### config.mk
export PLATFORM = sky130hd
export DESIGN_NAME = rotclr_exec_unit
export DESIGN_NICKNAME = d
export VERILOG_FILES = /design/src/rtl/rotclr_pkg.sv /design/src/rtl/rotclr_decode.sv /design/src/rtl/rotclr_rotmask.sv /design/src/rtl/rotclr_cond.sv /design/src/rtl/rotclr_exec_unit.sv
export SDC_FILE = /design/constraint.sdc
export NUM_CORES = 1
export LEC_CHECK = 0
export ABC_AREA = 1
export BUFFER_PORTS_ARGS = -buffer_cell sky130_fd_sc_hd__buf_2
export CAP_MARGIN = 20
export CELL_PAD_IN_SITES_DETAIL_PLACEMENT = 0
export CELL_PAD_IN_SITES_GLOBAL_PLACEMENT = 1
export CORE_UTILIZATION = 35
export CTS_CLUSTER_SIZE = 8
export DETAILED_ROUTE_END_ITERATION = 16
export PLACE_DENSITY_LB_ADDON = 0.1
export REMOVE_ABC_BUFFERS = 1
export SETUP_SLACK_MARGIN = 0.02
export SLEW_MARGIN = 10
export SYNTH_ARGS = -nofsm -noshare
export SYNTH_HDL_FRONTEND = slang
export SYNTH_SLANG_ARGS = --single-unit
### constraint.sdc
create_clock -name clk -period 2.5 [get_ports clk]
set_clock_uncertainty 0.1 [all_clocks]
set_input_delay 0.5 -clock clk [delete_from_list [all_inputs] [get_ports clk]]
set_output_delay 0.5 -clock clk [all_outputs]
set_load 0.03 [all_outputs]
### src/rtl/rotclr_pkg.sv
package rotclr_pkg;

    localparam int RIDX_W = 5;
    localparam int MBF_W  = 6;

    typedef struct packed {
        logic              hit;
        logic [RIDX_W-1:0] ra;
        logic [MBF_W-1:0]  mb;
        logic              rec;
    } dec_fields_t;

    typedef struct packed {
        logic lt;
        logic gt;
        logic eq;
        logic so;
    } crf_t;

    typedef enum logic {
        ST_IDLE    = 1'b0,
        ST_PRESENT = 1'b1
    } ostate_t;

endpackage

### src/rtl/rotclr_decode.sv
module rotclr_decode
    import rotclr_pkg::*;
#(
    parameter logic [5:0] PRIM_OP = 6'd30,
    parameter logic [3:0] EXT_OP  = 4'd8
) (
    input  logic [31:0]  instr,
    output dec_fields_t  fields
);

    logic prim_match;
    logic ext_match;

    always_comb begin
        // big-endian bit k lives at instr[31-k]
        prim_match  = (instr[31:26] == PRIM_OP);
        ext_match   = (instr[4:1]   == EXT_OP);
        fields.hit  = prim_match && ext_match;
        fields.ra   = instr[20:16];
        // halves swapped: trailing field bit is the MSB of MB
        fields.mb   = {instr[5], instr[10:6]};
        fields.rec  = instr[0];
    end

endmodule

### src/rtl/rotclr_rotmask.sv
module rotclr_rotmask #(
    parameter int XLEN = 64,
    localparam int SHW = $clog2(XLEN)
) (
    input  logic [XLEN-1:0] src,
    input  logic [SHW-1:0]  amt,
    input  logic [SHW-1:0]  mb,
    output logic [XLEN-1:0] res
);

    logic [XLEN-1:0] stg [0:SHW];
    logic [XLEN-1:0] keep;

    assign stg[0] = src;

    for (genvar k = 0; k < SHW; k++) begin : g_rot
        localparam int D = 1 << k;
        assign stg[k+1] = amt[k] ? {stg[k][XLEN-1-D:0], stg[k][XLEN-1:XLEN-D]}
                                 : stg[k];
    end

    // logical right shift of all ones: MB=0 leaves every bit set
    assign keep = {XLEN{1'b1}} >> mb;
    assign res  = stg[SHW] & keep;

endmodule

### src/rtl/rotclr_cond.sv
module rotclr_cond
    import rotclr_pkg::*;
#(
    parameter int XLEN = 64
) (
    input  logic [XLEN-1:0] val,
    input  logic            so_in,
    output crf_t            flags
);

    always_comb begin
        flags.lt = val[XLEN-1];
        flags.eq = ~|val;
        flags.gt = ~val[XLEN-1] & (|val);
        flags.so = so_in;
    end

endmodule

### src/rtl/rotclr_exec_unit.sv
module rotclr_exec_unit
    import rotclr_pkg::*;
#(
    parameter int         XLEN    = 64,
    parameter logic [5:0] PRIM_OP = 6'd30,
    parameter logic [3:0] EXT_OP  = 4'd8
) (
    input  logic            clk,
    input  logic            rst,
    input  logic            in_vld,
    input  logic [31:0]     instr,
    input  logic [XLEN-1:0] rs_val,
    input  logic [XLEN-1:0] rb_val,
    input  logic            so_in,
    output logic            out_vld,
    output logic            dec_ok,
    output logic [4:0]      ra_idx,
    output logic [XLEN-1:0] res,
    output logic            cr_we,
    output logic [3:0]      cr_val
);

    localparam int SHW = $clog2(XLEN);

    dec_fields_t     dec;
    logic [XLEN-1:0] rot_res;
    crf_t            flags;
    ostate_t         state, nxt;

    rotclr_decode #(.PRIM_OP(PRIM_OP), .EXT_OP(EXT_OP)) u_dec (
        .instr  (instr),
        .fields (dec)
    );

    rotclr_rotmask #(.XLEN(XLEN)) u_rot (
        .src (rs_val),
        .amt (rb_val[SHW-1:0]),
        .mb  (dec.mb),
        .res (rot_res)
    );

    rotclr_cond #(.XLEN(XLEN)) u_cond (
        .val   (rot_res),
        .so_in (so_in),
        .flags (flags)
    );

    // next-state selection
    always_comb begin
        nxt = state;
        unique case (state)
            ST_IDLE:    nxt = in_vld ? ST_PRESENT : ST_IDLE;
            ST_PRESENT: nxt = in_vld ? ST_PRESENT : ST_IDLE;
            default:    nxt = ST_IDLE;
        endcase
    end

    // state register
    always_ff @(posedge clk) begin
        if (rst) state <= ST_IDLE;
        else     state <= nxt;
    end

    assign out_vld = (state == ST_PRESENT);

    // output register
    always_ff @(posedge clk) begin
        if (rst) begin
            dec_ok <= 1'b0;
            ra_idx <= '0;
            res    <= '0;
            cr_we  <= 1'b0;
            cr_val <= '0;
        end else if (in_vld) begin
            dec_ok <= dec.hit;
            ra_idx <= dec.hit ? dec.ra : '0;
            res    <= dec.hit ? rot_res : '0;
            cr_we  <= dec.hit && dec.rec;
            cr_val <= (dec.hit && dec.rec) ? flags : '0;
        end
    end


    vld_follow_chk: assert property (@(posedge clk) disable iff (rst)
        in_vld |=> out_vld);

    idle_follow_chk: assert property (@(posedge clk) disable iff (rst)
        !in_vld |=> !out_vld);

    nodec_quiet_chk: assert property (@(posedge clk) disable iff (rst)
        (out_vld && !dec_ok) |-> (res == '0 && !cr_we && ra_idx == '0));

    crf_onehot_chk: assert property (@(posedge clk) disable iff (rst)
        cr_we |-> ($countones(cr_val[3:1]) == 1));

    crf_eq_chk: assert property (@(posedge clk) disable iff (rst)
        cr_we |-> (cr_val[1] == (res == '0)));

    crf_sign_chk: assert property (@(posedge clk) disable iff (rst)
        cr_we |-> (cr_val[3] == res[XLEN-1]));

    rec_clear_chk: assert property (@(posedge clk) disable iff (rst)
        (in_vld && dec.hit && !dec.rec) |=> !cr_we);

    rst_clear_chk: assert property (@(posedge clk)
        $past(rst) |-> (!out_vld && !dec_ok && !cr_we));

endmodule

==> flow_summary.toml <==
[detailed_routing]
drt-met1-wl_mm = 16.8
drc_errors = 0
dr_wl_met2_mm = 18.6
drtIter0Drc = 1423
via_count = 12200
wire_per_inst_um = 20.5
routed_wirelength_mm = 41.3
via_per_inst = 6.02
highest_layer = "met4"
antenna_left = 0
route.met3.wl_mm = 3.90
drtPass1Iterations = 10

[floorplanning]
die_area_um2 = 23300
num_rows = 54
design.core.area_um2 = 22000
initial_core_util = 0.360
pin_count = 240
die_h_um = 153
die_x_um = 153

[timing]
slew_viol_final = 0
setup_viol = 2
max_slew_margin = 0.496
finalHoldViolations = 0
worstMarginPinSlew_ps = 756
fmax_mhz = 392
rsz0062_at_grt = "true"
setup_ws_ps = -50.3
layout_min_cycle_time_ps = 2550
period_share = 1.02

[worst_setup_path]
r2r_cells = 2
worst_setup_path_end_kind = "register"
crit_required_ps = 2670
cp.depth = 18
critPathMaxStageDelay_ps = 180
critPathBufInv = 3
path_cells = "buf_2 -> buf_12 -> buf_4 -> nand2_1 -> nand3_2 -> nand3_2 -> nand3_2 -> nand3_2 -> nand3_1 -> nand3_2 -> nand2_1 -> nor2_1 -> nand2_1 -> nor2_1 -> nand2_1 -> nor2_1 -> nand2_1 -> a21oi_2"
worstSetupPathType = "in2reg"
start_kind = "input port"
path_max_fanout = 51
cpMaxStageDelayCell = "buf_12"
critPathTopFamily = "simple AND/OR/NAND/NOR gates"
worstPathArrival_ps = 2720

[final_layout]
antennaDiodeCount = 0
syn2layout_area_growth_pct = 56.4
drive_gt1_frac = 0.405
final_core_util = 0.564
layout.nets = 1899

[clock_tree]
clockBufferDepth = 2
cts_tree = "built"
post_cts_hold_buffer_count = 0
cts-buffers-inserted = 9
root_buffer = "clkbuf_16"
h-tree-depth = 3
path_clk_slew_ps = 60
cts.sinks = 76
clkLatencyLatePin_ps = 330

[place]
gp_congestion = 1.08
hpwl_mm = 32.0
port_buffers = 171

[power]
peakVddDrop_mv = 0.299
swShare = 0.397
power_uw = 4890
switchingPower_uw = 1940
comb_power_share = 0.472
pwr_density_cell_nw_per_um2 = 394
clock_power_share = 0.280
p_seq_frac = 0.248
power.internal_uw = 2950
p_leak_uw = 0.00573

[global_routing]
grt_pass1_vias = 11000
overflow = 0
track_usage = 0.339
grt_pass1_wl_mm = 60.9
grt_max_degree = 77
antenna_found_initial = 0

[run]
cap_violations = 0

[synthesis]
yosysSeqAreaShare = 0.192
yosysWarnings = 0
yosysTopAreaCell = "nand3_1"
avgSynthCellArea_um2 = 5.51
synth_area_leaders = "nand3_1 (44%), dfxtp_1 (19%), nand2_1 (13%), a21oi_1 (5.5%), nand4_1 (4.3%)"
yosys.cell_types.count = 19
netlist.area_leader.share = 0.439
syn_inst = 1441
netlist_area_um2 = 7940
ys_ff_latch = 76

[outcome]
violations = "setup timing"
outcome = "complete, but fails checks"

[worst_hold_path]
worst_hold_path_type = "in2reg"
min_path_cells = 3
final timing paths:
path              startpoint   endpoint  slack [ps]
setup / recovery   rb_val[0]  cr_val[1]         -50
setup reg to reg   cr_val[2]  cr_val[2]        1730
hold reg to reg    ra_idx[0]  ra_idx[0]         360
hold / removal     instr[18]  ra_idx[2]         310
routing by layer:
metal / up-vias / track usage
li1: 5730 / -
met1: 5633 / 0.415
met2: 646 / 0.549
met3: 141 / 0.0916
met4: 0 / 0.164
met5: - / 0
worst reg2reg max path, cell delays in order, from the launching register on:
cell     delay [ps]
dfxtp_1         350
nand2_1          60
a21oi_1         180
what timing repair did:
action	4_1_cts	5_1_grt
resized for setup	119	194
setup endpoints to repair	2	3
endpoints found under the hold margin	0	0
cloned	2	1
buffers inserted	4	4
pin swaps	10	9
cell usage in the layout (no fill, tap or decap):
cell / instances
clkinv_2: 2
nor4_1: 3
buf_16: 2
nand3_1: 411
nand3b_1: 9
nand2_1: 268
nand4_1: 54
nand3_2: 272
buf_8: 1
clkinv_1: 1
nor2_2: 3
inv_2: 7
a21oi_2: 1
buf_4: 198
nand3_4: 14
buf_2: 171
inv_6: 2
o21ai_1: 1
dfxtp_1: 76
nor3_1: 1
nor2_1: 75
nand2_2: 2
bufinv_16: 2
a21oi_1: 87
buf_12: 16
clkinv_4: 1
clkbuf_16: 10
o21ai_0: 17
inv_1: 31
buf_6: 1
through the flow:
step / instance area [um^2] / hold slack (ps) / cells / setup WS, ps / TNS [ps]
6_report: 12400 / 307 / 2019 / -50.3 / -79.7
5_1_grt: 12400 / 303 / 2019 / -191 / -363
4_1_cts: 11400 / 298 / 2014 / 20.4 / 0
3_5_place_dp: 10400 / 353 / 1993 / -440 / -1130
3_3_place_gp: 10400 / 349 / 1993 / -439 / -1010
2_1_floorplan: 7430 / 462 / 1334 / 1.60 / 0
sequential cells by signal, summed over array words and instances (netlist names):
name     flops
out_vld      1
ra_idx       5
cr_val       4
cr_we        1
res         64
dec_ok       1
power groups by stage:
| stage | Combinational [uW] | Clock [uW] | Sequential [uW] |
|---|---|---|---|
| after floorplan | 884 | 0 | 1240 |
| after global placement | 1870 | 0 | 1240 |
| after detailed placement | 1890 | 0 | 1240 |
| after CTS | 2040 | 1400 | 1210 |
| after global routing | 2450 | 1450 | 1210 |
| final | 2310 | 1370 | 1210 |
final cells by class:
| class | count | area [um^2] |
|---|---|---|
| multi-input combinational | 1218 | 7310 |
| tap | 280 | 350 |
| clock buffer | 9 | 225 |
| timing repair buffer | 390 | 2770 |
| clock inverter | 6 | 87.6 |
| inverter | 40 | 155 |
| fill | 2299 | 9610 |
| sequential | 76 | 1520 |
cells by family after synthesis:
family | count (synthesis) | synth area share
AOI/OAI and AO/OA | 106 | 0.0673
buffers and inverters | 147 | 0.0832
DFF | 76 | 0.192
and+or+nand+nor | 1112 | 0.658
synth_stat cells:
master and count:
nand2_1 270, inv_2 7, nand4_1 54, o21ai_0 18, clkbuf_1 30, nand3b_1 9, inv_1 32, buf_4 10
buf_1 40, a21oi_1 87, nor4_1 3, clkinv_1 1, buf_6 6, nor3_1 1, nand3_1 697, a21oi_2 1
buf_2 21, nor2_1 78, dfxtp_1 76
Power figures use the tool's default switching activity.
